$ cat src/rtl/bcd2bin_pkg.sv
`timescale 1ns/1ps
package bcd2bin_pkg;

  function automatic int pow10(input int d);
    int r = 1;
    for (int i = 0; i < d; i++) r = r * 10;
    return r;
  endfunction

  function automatic int bin_width(input int nd);
    return $clog2(pow10(nd));
  endfunction

  // digit d, bit b contributes a term to column c
  function automatic bit raw_has(input int c, input int d, input int b);
    if (c < b) return 1'b0;
    return ((pow10(d) >> (c - b)) & 1) == 1;
  endfunction

  // bit 3 of a digit excludes bits 1 and 2: choose one OR partner per column
  function automatic int partner(input int c, input int d);
    if (!raw_has(c, d, 3)) return -1;
    if (raw_has(c, d, 1)) return d * 4 + 1;
    if (raw_has(c, d, 2)) return d * 4 + 2;
    return -1;
  endfunction

  function automatic int n_slots(input int nd, input int c);
    int n = 0;
    for (int d = 0; d < nd; d++)
      for (int b = 0; b < 4; b++) begin
        if (!raw_has(c, d, b)) continue;
        if (b != 3 && partner(c, d) == d * 4 + b) continue;
        n++;
      end
    return n;
  endfunction

  // slot k of column c: (src_a+1)*64 + (src_b+1), src_b = -1 when unmerged
  function automatic int slot_code(input int nd, input int c, input int k);
    int n = 0;
    for (int d = 0; d < nd; d++)
      for (int b = 0; b < 4; b++) begin
        if (!raw_has(c, d, b)) continue;
        if (b != 3 && partner(c, d) == d * 4 + b) continue;
        if (n == k) return (d * 4 + b + 1) * 64 + ((b == 3) ? partner(c, d) + 1 : 0);
        n++;
      end
    return 0;
  endfunction

endpackage

$ cat src/rtl/bcd_digit_check.sv
`timescale 1ns/1ps
module bcd_digit_check (
  input  logic [3:0] digit_i,
  output logic       ok_o
);
  // codes 10..15 all have bit 3 set together with bit 2 or bit 1
  assign ok_o = ~(digit_i[3] & (digit_i[2] | digit_i[1]));
endmodule

$ cat src/rtl/wtree_add.sv
`timescale 1ns/1ps
module wtree_add #(
  parameter  int N  = 2,
  parameter  int W  = 4,
  localparam int LV = (N > 1) ? $clog2(N) : 0,
  localparam int SZ = 1 << LV
) (
  input  logic [N*W-1:0] ops_i,
  output logic [W-1:0]   sum_o
);
  for (genvar l = 0; l <= LV; l++) begin : g_lv
    logic [W-1:0] v [SZ >> l];
    for (genvar i = 0; i < (SZ >> l); i++) begin : g_node
      if (l == 0) begin : g_leaf
        if (i < N) begin : g_op
          assign v[i] = ops_i[i*W +: W];
        end else begin : g_pad
          assign v[i] = '0;
        end
      end else begin : g_add
        assign v[i] = g_lv[l-1].v[2*i] + g_lv[l-1].v[2*i+1];
      end
    end
  end
  assign sum_o = g_lv[LV].v[0];
endmodule

$ cat src/rtl/bcd2bin_tree.sv
`timescale 1ns/1ps
module bcd2bin_tree
  import bcd2bin_pkg::*;
#(
  parameter  int NUM_DEC = 4,
  parameter  bit REG_OUT = 1'b0,
  localparam int IN_W    = 4 * NUM_DEC,
  localparam int BIN_W   = bin_width(NUM_DEC)
) (
  input  logic             clk_i,
  input  logic             rst_ni,
  input  logic [IN_W-1:0]  bcd_i,
  output logic [BIN_W-1:0] bin_o,
  output logic             digits_ok_o
);
  localparam int CNT_W = $clog2(IN_W + 1);

  logic [CNT_W-1:0]       col_cnt [BIN_W];
  logic [BIN_W*BIN_W-1:0] rows;
  logic [BIN_W-1:0]       bin_sum;
  logic [NUM_DEC-1:0]     dec_ok;
  logic                   ok_all;

  // per-column term count, OR-merged where terms are exclusive
  for (genvar c = 0; c < BIN_W; c++) begin : g_col
    localparam int NS = n_slots(NUM_DEC, c);
    if (NS == 0) begin : g_empty
      assign col_cnt[c] = '0;
    end else begin : g_terms
      logic [NS*CNT_W-1:0] ops;
      for (genvar k = 0; k < NS; k++) begin : g_slot
        localparam int CODE = slot_code(NUM_DEC, c, k);
        localparam int SA   = CODE / 64 - 1;
        localparam int SB   = CODE % 64 - 1;
        if (SB < 0) begin : g_single
          assign ops[k*CNT_W +: CNT_W] = CNT_W'(bcd_i[SA]);
        end else begin : g_or
          assign ops[k*CNT_W +: CNT_W] = CNT_W'(bcd_i[SA] | bcd_i[SB]);
        end
      end
      wtree_add #(.N(NS), .W(CNT_W)) u_pop (
        .ops_i (ops),
        .sum_o (col_cnt[c])
      );
    end
    // truncation to BIN_W drops the impossible top carry
    assign rows[c*BIN_W +: BIN_W] = BIN_W'(col_cnt[c]) << c;
  end

  wtree_add #(.N(BIN_W), .W(BIN_W)) u_sum (
    .ops_i (rows),
    .sum_o (bin_sum)
  );

  for (genvar d = 0; d < NUM_DEC; d++) begin : g_dig
    bcd_digit_check u_dchk (
      .digit_i (bcd_i[4*d +: 4]),
      .ok_o    (dec_ok[d])
    );
  end
  assign ok_all = &dec_ok;

  if (REG_OUT) begin : g_reg
    logic [BIN_W-1:0] bin_q;
    logic             ok_q;
    always_ff @(posedge clk_i or negedge rst_ni) begin
      if (!rst_ni) begin
        bin_q <= '0;
        ok_q  <= 1'b0;
      end else begin
        bin_q <= bin_sum;
        ok_q  <= ok_all;
      end
    end
    assign bin_o       = bin_q;
    assign digits_ok_o = ok_q;
  end else begin : g_comb
    logic unused_clk_rst;
    assign unused_clk_rst = clk_i ^ rst_ni;
    assign bin_o       = bin_sum;
    assign digits_ok_o = ok_all;
  end
endmodule

$ cat config.mk
export PLATFORM = sky130hd
export DESIGN_NAME = bcd2bin_tree
export DESIGN_NICKNAME = d
export VERILOG_FILES = /design/src/rtl/bcd2bin_pkg.sv /design/src/rtl/bcd_digit_check.sv /design/src/rtl/wtree_add.sv /design/src/rtl/bcd2bin_tree.sv
export SDC_FILE = /design/constraint.sdc
export NUM_CORES = 1
export LEC_CHECK = 0
export ABC_AREA = 1
export BUFFER_PORTS_ARGS = -buffer_cell sky130_fd_sc_hd__buf_2
export CORE_MARGIN = 2
export CORE_UTILIZATION = 64
export DETAILED_ROUTE_END_ITERATION = 7
export GPL_TIMING_DRIVEN = 0
export PLACE_DENSITY = 0.91
export SETUP_SLACK_MARGIN = 0.4
export SYNTH_ARGS = -nofsm -noshare
export SYNTH_HDL_FRONTEND = slang
export SYNTH_SLANG_ARGS = --single-unit
$ cat constraint.sdc
create_clock -name vclk -period 11.3
set_input_delay 0 -clock vclk [all_inputs]
set_output_delay 0 -clock vclk [all_outputs]
set_load 0.02 [all_outputs]
Word level (Yosys, flattened, before mapping):

Index checks and enable logic that the tools add are counted.

* flip-flop bits (word level): 0
* input port bits: 18
* logic and storage cells: 54

* add/subtract/negate cells: 37
* bitwise gates (word level): 16
* reductions and logical operators: 1

Operator list (count)
* adder 14 bit: 5
* adder 5 x 1 -> 5 bit: 6
* adder 1 x 1 -> 2 bit: 13
* adder 5 bit: 5
* adder 13 x 14 -> 14 bit: 1
* adder 14 x 12 -> 14 bit: 1
* adder 14 x 13 -> 14 bit: 1
* adder 11 x 12 -> 13 bit: 1
* adder 9 x 10 -> 11 bit: 1
* adder 7 x 8 -> 9 bit: 1
* OR 1 bit: 8
* adder 1 x 3 -> 4 bit: 1
* bitwise AND 1 bit: 4
* NOT 1 bit: 4
* AND reduction 4 bit: 1
* adder 2 x 2 -> 3 bit: 1

Depth between registers and ports, before layout:

Gate-level depths: netlist (run 1).

* word-level depth: 7
* depth in mapped cells: 20

Cells and area by module:

A second synthesis (run 1) with hierarchy kept.

* cell total of the unflattened synthesis: 1109
* area, all modules: 8734.6 µm²

Modules (own cells, without submodules)
* wtree_add at u_sum: instances 1, cells each 534, area an instance 4743.3 µm², seq. area each 0.0 µm²
* wtree_add at g_col[3].g_terms.u_pop ...: instances 4, cells each 76, area an instance 534.3 µm², seq. area each 0.0 µm²
* wtree_add at g_col[8].g_terms.u_pop ...: instances 2, cells each 49, area an instance 381.6 µm², seq. area each 0.0 µm²
* wtree_add at g_col[2].g_terms.u_pop ...: instances 2, cells each 40, area an instance 269.0 µm², seq. area each 0.0 µm²
* wtree_add at g_col[10].g_terms.u_pop ...: instances 2, cells each 33, area an instance 190.2 µm², seq. area each 0.0 µm²
* wtree_add at g_col[0].g_terms.u_pop ...: instances 3, cells each 5, area an instance 37.5 µm², seq. area each 0.0 µm²
* bcd2bin_tree: instances 1, cells each 8, area an instance 40.0 µm², seq. area each 0.0 µm²
* bcd_digit_check: instances 4, cells each 1, area an instance 5.0 µm², seq. area each 0.0 µm²

Least setup slack after synthesis (run 1):

No wires, ideal clock.

* path kind: input to output
* from: in bcd_i[9]
* to: out bin_o[9]
* data arrival time: 3.837 ns
* setup slack: 7.463 ns
* stages on the path: 17
* path buffers: 0
* cells stage by stage: ha_1 -> inv_1 -> fa_1 -> fa_1 -> inv_1 -> ha_1 -> fa_1 -> inv_1 -> fa_1 -> inv_1 -> ha_1 -> ha_1 -> nand2_2 -> nor2_2 -> nand2_1 -> nand2_1 -> xor2_1

* word-level cells in the longest chain between the ends: 7
* elaborated cells on any way between the ends: 15
* those cells by class: add/sub: 15

RTL lines
* start: declaration: RTL line bcd2bin_tree.sv:12 `input logic [IN_W-1:0] bcd_i,`
* adder 1 x 1 -> 2 bit: RTL line wtree_add.sv:21 `assign v[i] = g_lv[l-1].v[2*i] + g_lv[l-1].v[2*i+1];`
* adder 5 bit: RTL line wtree_add.sv:21
* adder 5 x 1 -> 5 bit: RTL line wtree_add.sv:21
* adder 11 x 12 -> 13 bit or adder 7 x 8 -> 9 bit (tied branches): RTL line wtree_add.sv:21
* adder 14 bit: RTL line wtree_add.sv:21
* adder 14 bit * (2 in a row): RTL line wtree_add.sv:21
* end: declaration: RTL line bcd2bin_tree.sv:13 `output logic [BIN_W-1:0] bin_o,`

Mark *: on every way between the ends. The rest lies on a longest branch, timed or not.

Final worst setup path (run 1):

* from: in bcd_i[12]
* to: out bin_o[13]

* word-level cells in the longest chain between the ends: 7
* elaborated cells on any way between the ends: 23
* those cells by class: add/sub: 23

RTL lines (RTL line)
* adder 1 x 1 -> 2 bit: wtree_add.sv:21
* adder 5 bit: wtree_add.sv:21
* adder 5 x 1 -> 5 bit: wtree_add.sv:21
* adder 11 x 12 -> 13 bit or adder 9 x 10 -> 11 bit (tied branches): wtree_add.sv:21
* adder 14 bit (2 in a row): wtree_add.sv:21
* adder 14 bit *: wtree_add.sv:21

Marks and branches as above.

==> metrics.yaml, run 1 <==
clocking:
  cts_hold_buf: 0
  post_cts_resized: 0
  post_cts_buffers: 0
critical_path:
  critPathMaxStageDelay_ns: 0.52
  worst_setup_path_start_kind: "input pin"
  crit_top_cell: "fa_1"
  critPathRequiredTime_ns: 11.30
  cp_slowest_cell: "fa_1"
  critPathArrivalTime_ns: 4.25
  crit_fanout: 5
  timing.critical_path.max_delay_family: "adder cells"
  critPathBufInv: 5
  worstSetupPathType: "in2out"
  cp_cell_sequence: "buf_2 > ha_1 > inv_1 > fa_1 > fa_1 > inv_1 > ha_1 > fa_1 > xor2_1 > fa_1 > fa_1 > inv_1 > ha_1 > nand2_1 > nand2_1 > a21oi_1 > nand3_1 > nand2_1 > nand2_1 > buf_2"
  end_kind: "output pin"
routing:
  drtAntennaViolNets: 0
  top_layer: "met4"
  vias: 1384
  drt-initial-drc-count: 42
  drc: 0
  wl_met3_um: 95
  vias_per_cell: 5.03
  wirelength_mm: 3.13
  dr.pass1.iters: 4
  wl_met2_mm: 1.60
  wl_met1_mm: 1.37
  wl_per_cell_um: 11.4
synth:
  syn_nets: 301
  synth_area_per_cell_um2: 7.68
  synth_simple_gate_area_frac: 0.139
  synthMuxAreaShare: 0
  yosysWarnings: 0
  synth_compound_area_frac: 0.0478
  postSynthCellCount: 215
  synth_xor_area_frac: 0.0425
  synth_cell_types: 16
  synth_top_family_by_area: "adder cells"
  netlist_area_um2: 1650
  synth_fa_ha_area_frac: 0.607
  seq_area_frac_synth: 0
final_layout:
  ff_latch_area_um2: 0
  drive_above_1_share: 0.139
  diodes: 0
  fin_nets: 333
  final_cells: 275
  multi_input_area_um2: 1380
  area_growth_pct: 11.4
  clock_buffers: 0
  fill_cells: 181
  seq_cells: 0
grt:
  grt_first_pass_wirelength_mm: 5.13
  antenna_found_initial: 0
  overflow: 0
  grt_max_degree: 7
  first_global_vias: 1295
  gr-usage-all-layers: 0.234
sta:
  rsz0062_at_grt: "false"
  finalMaxSlewViolations: 0
  fin_crit_sh: 0.376
  fin_tns_setup_ns: 0
  finalSetupViolCount: 0
  worst_pin_slew_ns: 0.264
  clock.fmax_mhz: 235
  max-slew-margin-rel: 0.822
  hold_violations: 0
  whs_ns: 0.218
  period_needed_ns: 4.25
place:
  hpwl_mm: 2.93
  io_buffers: 30
  dp.cells: 275
  place_congestion: 0.804
pwr:
  p_leak_nw: 1.19
  peakVddDrop_v: 0.000235
  p_per_area_nw_per_um2: 220
status:
  status: "finished, final reports clean"
floorplanning:
  die-area_um2: 3000
  ioPinCount: 33
  start_util: 0.672
  die_x_um: 54.8
  die_h_um: 54.8
  core_um2: 2450
  num_rows: 18
hold_path:
  hold_class: "in2out"
flow_run:
  max_cap_violations: 0
## placed cells by master (no fill, tap or decap)
master,n
a21oi_1,4
buf_2,30
buf_4,1
fa_1,20
ha_1,48
inv_1,70
nand2_1,32
nand2_2,1
nand3_1,11
nand4_1,1
nor2_1,8
nor2_2,2
o2111a_1,1
o21ai_0,5
o21bai_1,3
xnor2_1,3
xor2_1,5
## power by group
group | leakage [nW] | internal [mW] | switching [mW]
logic | 1.19 | 0.150 | 0.254
clock network | 0 | 0 | 0
registers | 0 | 0 | 0
total | 1.19 | 0.150 | 0.254
## cell families (layout without fill, tap and decap cells)
logic type      Yosys count  in the layout
fa+ha+maj                68             68
buf+inv                  71            101
simple gates             55             55
xor+xnor                  8              8
compound gates           13             13
## final cells by class
type	instances	area share
multi-input combinational	144	0.751
tap	30	0.0204
timing repair buffer	30	0.0817
buffer	1	0.00408
inverter	70	0.143
## stage by stage
step	util	instance area [um2]	worst slack, ns	power [mW]
floorplan	-	1650	7.46	0.305
global placement	0.749	1840	7.12	0.388
detailed placement	0.749	1840	7.06	0.402
CTS	0.749	1840	7.05	0.406
global route	0.749	1840	6.76	0.460
finish	0.749	1840	7.05	0.404
## synthesized netlist by cell type
cell type | count | area [um2]
inv_1 | 70 | 263
ha_1 | 48 | 601
nand2_1 | 32 | 120
fa_1 | 20 | 400
nand3_1 | 11 | 55.1
nor2_1 | 8 | 30.0
o21ai_0 | 5 | 25.0
xor2_1 | 5 | 43.8
a21oi_1 | 4 | 20.0
o21bai_1 | 3 | 22.5
xnor2_1 | 3 | 26.3
nor2_2 | 2 | 12.5
buf_4 | 1 | 7.51
nand2_2 | 1 | 6.26
nand4_1 | 1 | 6.26
o2111a_1 | 1 | 11.3
## final timing paths
| check | from | end | slack [ns] | cells after the start |
|---|---|---|---|---|
| worst max-delay path | bcd_i[12] | bin_o[13] | 7.05 | 20 |
| worst min-delay path | bcd_i[0] | bin_o[0] | 0.22 | 2 |
## metal layers
metal,GRT usage,vias up
met1,0.292,633
met2,0.448,36
met3,0.00546,6
met4,0.0375,0
met5,0,-
li1,-,709
Note: power is estimated with default switching activity, not from simulation.
==> run 2: changes to the inputs <==
--- a/config.mk
+++ b/config.mk
@@ -5,13 +5,13 @@
 export SDC_FILE = /design/constraint.sdc
 export NUM_CORES = 1
 export LEC_CHECK = 0
-export ABC_AREA = 1
+export ABC_AREA = 0
 export BUFFER_PORTS_ARGS = -buffer_cell sky130_fd_sc_hd__buf_2
 export CORE_MARGIN = 2
-export CORE_UTILIZATION = 64
+export CORE_UTILIZATION = 59
 export DETAILED_ROUTE_END_ITERATION = 7
 export GPL_TIMING_DRIVEN = 0
-export PLACE_DENSITY = 0.91
+export PLACE_DENSITY = 0.85
 export SETUP_SLACK_MARGIN = 0.4
 export SYNTH_ARGS = -nofsm -noshare
 export SYNTH_HDL_FRONTEND = slang
==> constraint.sdc (replaced) <==
create_clock -name vclk -period 3.95
set_input_delay 0 -clock vclk [all_inputs]
set_output_delay 0 -clock vclk [all_outputs]
set_load 0.02 [all_outputs]
==> metrics.yaml, run 2 <==
status:
  status: "complete, but fails checks"
  failed_checks: "setup timing"
routing:
  dr.pass1.iters: 4
  drt-initial-drc-count: 68
  wl_per_cell_um: 15.9
  vias: 1443
  wirelength_mm: 4.11
  wl_met2_mm: 2.39
  wl_met1_mm: 1.49
  top_layer: "met4"
  vias_per_cell: 5.59
  drtAntennaViolNets: 0
  wl_met3_um: 133
  drc: 0
pwr:
  peakVddDrop_v: 0.00145
  total_power_mw: 1.93
  p_leak_nw: 1.18
  p_per_area_nw_per_um2: 833
grt:
  first_global_vias: 1680
  gr-usage-all-layers: 0.283
  grt_first_pass_wirelength_mm: 7.22
  antenna_found_initial: 0
  overflow: 0
  grt_max_degree: 8
final_layout:
  fin_nets: 315
  drive_above_1_share: 0.427
  clock_buffers: 0
  seq_cells: 0
  diodes: 0
  multi_input_area_um2: 1730
  final_common_cell: "inv_1"
  fill_cells: 145
  layout_common_cells: "inv_1, ha_1, buf_2"
  ff_latch_area_um2: 0
  area_growth_pct: 42.1
sta:
  hold_violations: 0
  clock.fmax_mhz: 237
  worst_pin_slew_ns: 0.368
  rsz0062_at_grt: "true"
  finalMaxSlewViolations: 0
  fin_crit_sh: 1.07
  setup_ws_ns: -0.269
  max-slew-margin-rel: 0.754
  finalSetupViolCount: 5
  whs_ns: 0.216
  period_needed_ns: 4.22
synth:
  synthMuxAreaShare: 0.0130
  synth.most_common_cell: "inv_1"
  synth_area_per_cell_um2: 8.67
  synth_top_area_frac: 0.368
  synth_compound_area_frac: 0.104
  syn_nets: 274
  synthTopCellsByArea: "ha_1, fa_1, inv_1"
  netlist_area_um2: 1630
  synth_xor_area_frac: 0.0430
  postSynthCellCount: 188
  seq_area_frac_synth: 0
  synth_simple_gate_area_frac: 0.0837
  synth_cell_types: 33
  yosysWarnings: 0
  synth_fa_ha_area_frac: 0.614
  synth_top_family_by_area: "adder cells"
  synthTopCellsByCount: "inv_1, ha_1, fa_1"
  synth_top_cell_by_area: "ha_1"
hold_path:
  hold_depth: 2
  hold_class: "in2out"
  min-delay-start: "bcd_i[0]"
  min_to: "bin_o[0]"
critical_path:
  timing.critical_path.max_delay_family: "adder cells"
  critPathRequiredTime_ns: 3.95
  worstSetupPathType: "in2out"
  cp_cell_sequence: "buf_12 > ha_4 > inv_2 > fa_2 > fa_1 > inv_2 > ha_4 > fa_2 > xor2_2 > fa_2 > fa_1 > inv_2 > ha_4 > a21o_1 > a221o_1 > a31oi_2 > xnor2_2 > buf_4"
  critPathBufInv: 5
  critPathArrivalTime_ns: 4.22
  worst_setup_path_start_kind: "input pin"
  end_kind: "output pin"
  crit_fanout: 3
  cp_slowest_cell: "fa_1"
  critPathMaxStageDelay_ns: 0.58
clocking:
  cts_hold_buf: 0
place:
  hpwl_mm: 3.19
  io_buffers: 30
  place_congestion: 0.847
floorplanning:
  num_rows: 19
  core_um2: 2690
  die_x_um: 56.6
  ioPinCount: 33
  die-area_um2: 3200
  die_h_um: 56.6
  start_util: 0.607
flow_run:
  max_cap_violations: 0
## run 2: changes by cell type in the layout (fill, tap and decap cells not counted), moves of 12 or more
cell     before  now
buf_4         1   13
nand2_1      32    2
ha_1         48   34
ha_4          0   13
inv_1        70   47
## run 2: how the worst max path moves through the flow
stage	cells after the start	startpoint	to	slack (ns)
after floorplan	17	bcd_i[10]	bin_o[12]	0.11
after global placement	19	bcd_i[9]	bin_o[12]	-0.31
after detailed placement	19	bcd_i[10]	bin_o[12]	-0.42
after CTS	18	bcd_i[9]	bin_o[13]	-0.24
after global routing	18	bcd_i[9]	bin_o[12]	-0.37
final	18	bcd_i[9]	bin_o[12]	-0.27
## run 2: cell type report
type,instances,area share
tap,31,0.0167
timing repair buffer,39,0.128
inverter,60,0.106
multi-input combinational,127,0.746
buffer,1,0.00324
## run 2: cells by family (layout without fill, tap and decap cells)
logic type,after synthesis,in the layout
fa+ha+maj,68,68
mux,2,2
xor+xnor,8,8
simple gates,25,25
compound gates,24,24
buf+inv,61,100
## run 2: stage by stage
stage | setup TNS [ns] | cell area (um2) | util | instances | setup slack (ns)
finish | -0.930 | 2320 | 0.862 | 258 | -0.269
detailed placement | -1.25 | 2070 | 0.769 | 249 | -0.422
global route | -1.43 | 2320 | 0.862 | 258 | -0.369
floorplan | 0 | 1880 | - | 188 | 0.110
CTS | -0.774 | 2260 | 0.841 | 258 | -0.237
global placement | -0.699 | 2070 | 0.769 | 249 | -0.313
## run 2: power by group
| group | total (mW) | switching (mW) | internal (mW) | leakage [nW] |
|---|---|---|---|---|
| clock network | 0 | 0 | 0 | 0 |
| registers | 0 | 0 | 0 | 0 |
| logic | 1.93 | 1.01 | 0.922 | 1.18 |
| total | 1.93 | 1.01 | 0.922 | 1.18 |
## run 2: metal layers
metal / vias to the layer above / GRT usage
met5: - / 0
met4: 0 / 0.0612
met3: 11 / 0.0115
met2: 47 / 0.591
met1: 699 / 0.301
li1: 686 / -
## run 2: timing repair
action | in CTS | in global routing
buffers inserted | 9 | 0
endpoints found under the setup margin | 6 | 7
cloned | 0 | 0
pin swaps | 14 | 4
resized for setup | 32 | 13
==> run 3: changes to the inputs <==
--- a/config.mk
+++ b/config.mk
@@ -7,10 +7,10 @@
 export LEC_CHECK = 0
 export ABC_AREA = 0
 export BUFFER_PORTS_ARGS = -buffer_cell sky130_fd_sc_hd__buf_2
+export CAP_MARGIN = 40
 export CORE_MARGIN = 2
 export CORE_UTILIZATION = 59
 export DETAILED_ROUTE_END_ITERATION = 7
-export GPL_TIMING_DRIVEN = 0
 export PLACE_DENSITY = 0.85
 export SETUP_SLACK_MARGIN = 0.4
 export SYNTH_ARGS = -nofsm -noshare
==> metrics.yaml, run 3 <==
place:
  io_buffers: 29
  placed_area_um2: 2250
  pre_cts_ws_ns: -0.316
  hpwl_mm: 3.55
  place_congestion: 0.834
floorplanning:
  num_rows: 19
  start_util: 0.607
  ioPinCount: 33
  die_x_um: 56.6
  die_h_um: 56.6
status:
  lastStage: "global routing (5_1_grt)"
  status: "did not finish"
  error: "[ERROR GRT-0232] Routing congestion too high. Check the congestion heatmap in the GUI."
synth:
  synth_top_cell_by_area: "ha_1"
  yosysWarnings: 0
  synth_area_per_cell_um2: 8.67
  synth.most_common_cell: "inv_1"
  synth_top_area_frac: 0.368
  syn_nets: 274
  synth_cell_types: 33
  postSynthCellCount: 188
  netlist_area_um2: 1630
  synthTopCellsByCount: "inv_1, ha_1, fa_1"
  seq_area_frac_synth: 0
  synthTopCellsByArea: "ha_1, fa_1, inv_1"
grt:
  overflow: 76
  gr-usage-all-layers: 0.707
  grt_max_degree: 7
sta:
  worstEpCategory: "primary output"
  postGrtWorstEndpoint: "bin_o[12]"
## run 3: logic make-up after synthesis
logic type	after synthesis	synth area share
adders and majority gates	68	0.614
buffers and inverters	61	0.143
and+or+nand+nor	25	0.0837
AOI/OAI and AO/OA	24	0.104
xor gates and xnor gates	8	0.0430
muxes	2	0.0130
## run 3: what timing repair did
action                                  in CTS
setup buffers                                3
gates resized for setup                     50
endpoints found under the setup margin       8
pin swaps                                   22
hold buffers                                 0
## run 3: through the flow
| step | cells | hold WS [ns] | setup TNS (ns) |
|---|---|---|---|
| 2_1_floorplan | 188 | 0.113 | 0 |
| 3_3_place_gp | 273 | 0.000137 | -0.786 |
| 3_5_place_dp | 273 | 0.000137 | -1.15 |
| 4_1_cts | 276 | 0.000137 | -0.514 |
## run 3: per-layer routing
layer / GRT usage / overflow
met1: 0.677 / 0
met2: 0.949 / 43
met3: 0.394 / 0
met4: 0.881 / 33
met5: 0 / 0
==> run 4: changes to the inputs <==
--- a/config.mk
+++ b/config.mk
@@ -9,10 +9,9 @@
 export BUFFER_PORTS_ARGS = -buffer_cell sky130_fd_sc_hd__buf_2
 export CAP_MARGIN = 40
 export CORE_MARGIN = 2
-export CORE_UTILIZATION = 59
+export CORE_UTILIZATION = 40
 export DETAILED_ROUTE_END_ITERATION = 7
-export PLACE_DENSITY = 0.85
-export SETUP_SLACK_MARGIN = 0.4
+export PLACE_DENSITY_LB_ADDON = 0.15
 export SYNTH_ARGS = -nofsm -noshare
 export SYNTH_HDL_FRONTEND = slang
 export SYNTH_SLANG_ARGS = --single-unit
==> metrics.yaml, run 4 (same netlist as run 2, synthesis figures left out) <==
final_layout:
  diodes: 0
  clock_buffers: 0
  area_growth_pct: 45.5
  ff_latch_area_um2: 0
  drive_above_1_share: 0.408
  fin_nets: 333
  seq_cells: 0
  final_common_cell: "inv_1"
  layout_common_cells: "inv_1, ha_1, buf_4"
  fin_util: 0.597
grt:
  first_global_vias: 1327
  overflow: 0
  grt_first_pass_wirelength_mm: 5.67
  antenna_found_initial: 0
  gr-usage-all-layers: 0.156
  grt_max_degree: 7
critical_path:
  critPathBufInv: 6
  cp_cell_sequence: "buf_8 > ha_4 > inv_2 > fa_2 > fa_1 > inv_2 > buf_6 > fa_2 > xor2_2 > fa_2 > fa_1 > inv_2 > ha_4 > a21o_1 > a21o_2 > or3_1 > nand4_1 > buf_4"
  timing.critical_path.max_delay_family: "adder cells"
  critPathMaxStageDelay_ns: 0.52
  end_kind: "output pin"
  worst_setup_path_start_kind: "input pin"
  worstSetupPathType: "in2out"
  crit_fanout: 4
  critPathRequiredTime_ns: 3.95
  cp_slowest_cell: "fa_1"
  critPathArrivalTime_ns: 4.10
floorplanning:
  start_util: 0.411
  die_h_um: 67.8
  die_x_um: 67.8
  ioPinCount: 33
  die-area_um2: 4600
  core_um2: 3970
  num_rows: 23
routing:
  wirelength_mm: 3.39
  drc: 0
  dr.pass1.iters: 4
  drtAntennaViolNets: 0
  drt-initial-drc-count: 17
  vias: 1356
  wl_per_cell_um: 11.5
  vias_per_cell: 4.60
flow_run:
  max_cap_violations: 0
place:
  pre_cts_ws_ns: -0.376
  place_congestion: 0.826
  io_buffers: 29
  hpwl_mm: 2.93
status:
  failed_checks: "setup timing"
  status: "complete, but fails checks"
pwr:
  peakVddDrop_v: 0.000382
  p_per_area_nw_per_um2: 747
  p_leak_nw: 1.26
sta:
  rsz0062_at_grt: "true"
  finalMaxSlewViolations: 0
  hold_violations: 0
  fin_crit_sh: 1.04
  max-slew-margin-rel: 0.759
  period_needed_ns: 4.10
  setup_ws_ns: -0.146
  worst_pin_slew_ns: 0.353
  clock.fmax_mhz: 244
  finalSetupViolCount: 4
hold_path:
  hold_class: "in2out"
clocking:
  cts_hold_buf: 0
## run 4: final cells by class
class                           instances  area (um2)
Multi-Input combinational cell        127        1650
Tap cell                               50        62.6
Fill cell                             352        1600
Inverter                               60         228
Timing Repair Buffer                   58         428
## run 4: stage by stage
step | power (mW) | area (um2) | hold WS, ns | cells | TNS, ns
after detailed placement | 1.51 | 2120 | 0.000400 | 294 | -1.62
final | 1.77 | 2370 | 0.000215 | 295 | -0.384
after global placement | 1.50 | 2120 | 0.000400 | 294 | -1.34
after CTS | 1.67 | 2290 | 0.000400 | 294 | -0.805
after floorplan | 1.04 | 1710 | 0.113 | 188 | -0.0472
after global routing | 1.98 | 2370 | 0.000228 | 295 | -1.17
## run 4: routing by layer
metal / vias up / track usage / part of all wire
li1: 719 / - / -
met1: 621 / 0.223 / 0.47
met2: 16 / 0.282 / 0.51
met3: 0 / 0.00164 / 0.018
met4: 0 / 0 / 0
met5: - / 0 / 0
## run 4: final timing paths
| kind | from | to | cells past startpoint |
|---|---|---|---|
| hold / removal | bcd_i[0] | bin_o[0] | 0 |
| setup / recovery | bcd_i[12] | bin_o[13] | 18 |
## run 4: timing repair
| item | 4_1_cts | 5_1_grt |
|---|---|---|
| setup endpoints to repair | 5 | 7 |
| buffers inserted | 0 | 1 |
| resized for setup | 38 | 15 |
| pin swaps | 21 | 19 |
| endpoints found under the hold margin | 0 | 0 |
## run 4: power breakdown
group | leakage (nW) | internal [mW] | switching (mW) | total, mW
registers | 0 | 0 | 0 | 0
logic | 1.26 | 0.878 | 0.894 | 1.77
clock network | 0 | 0 | 0 | 0
total | 1.26 | 0.878 | 0.894 | 1.77
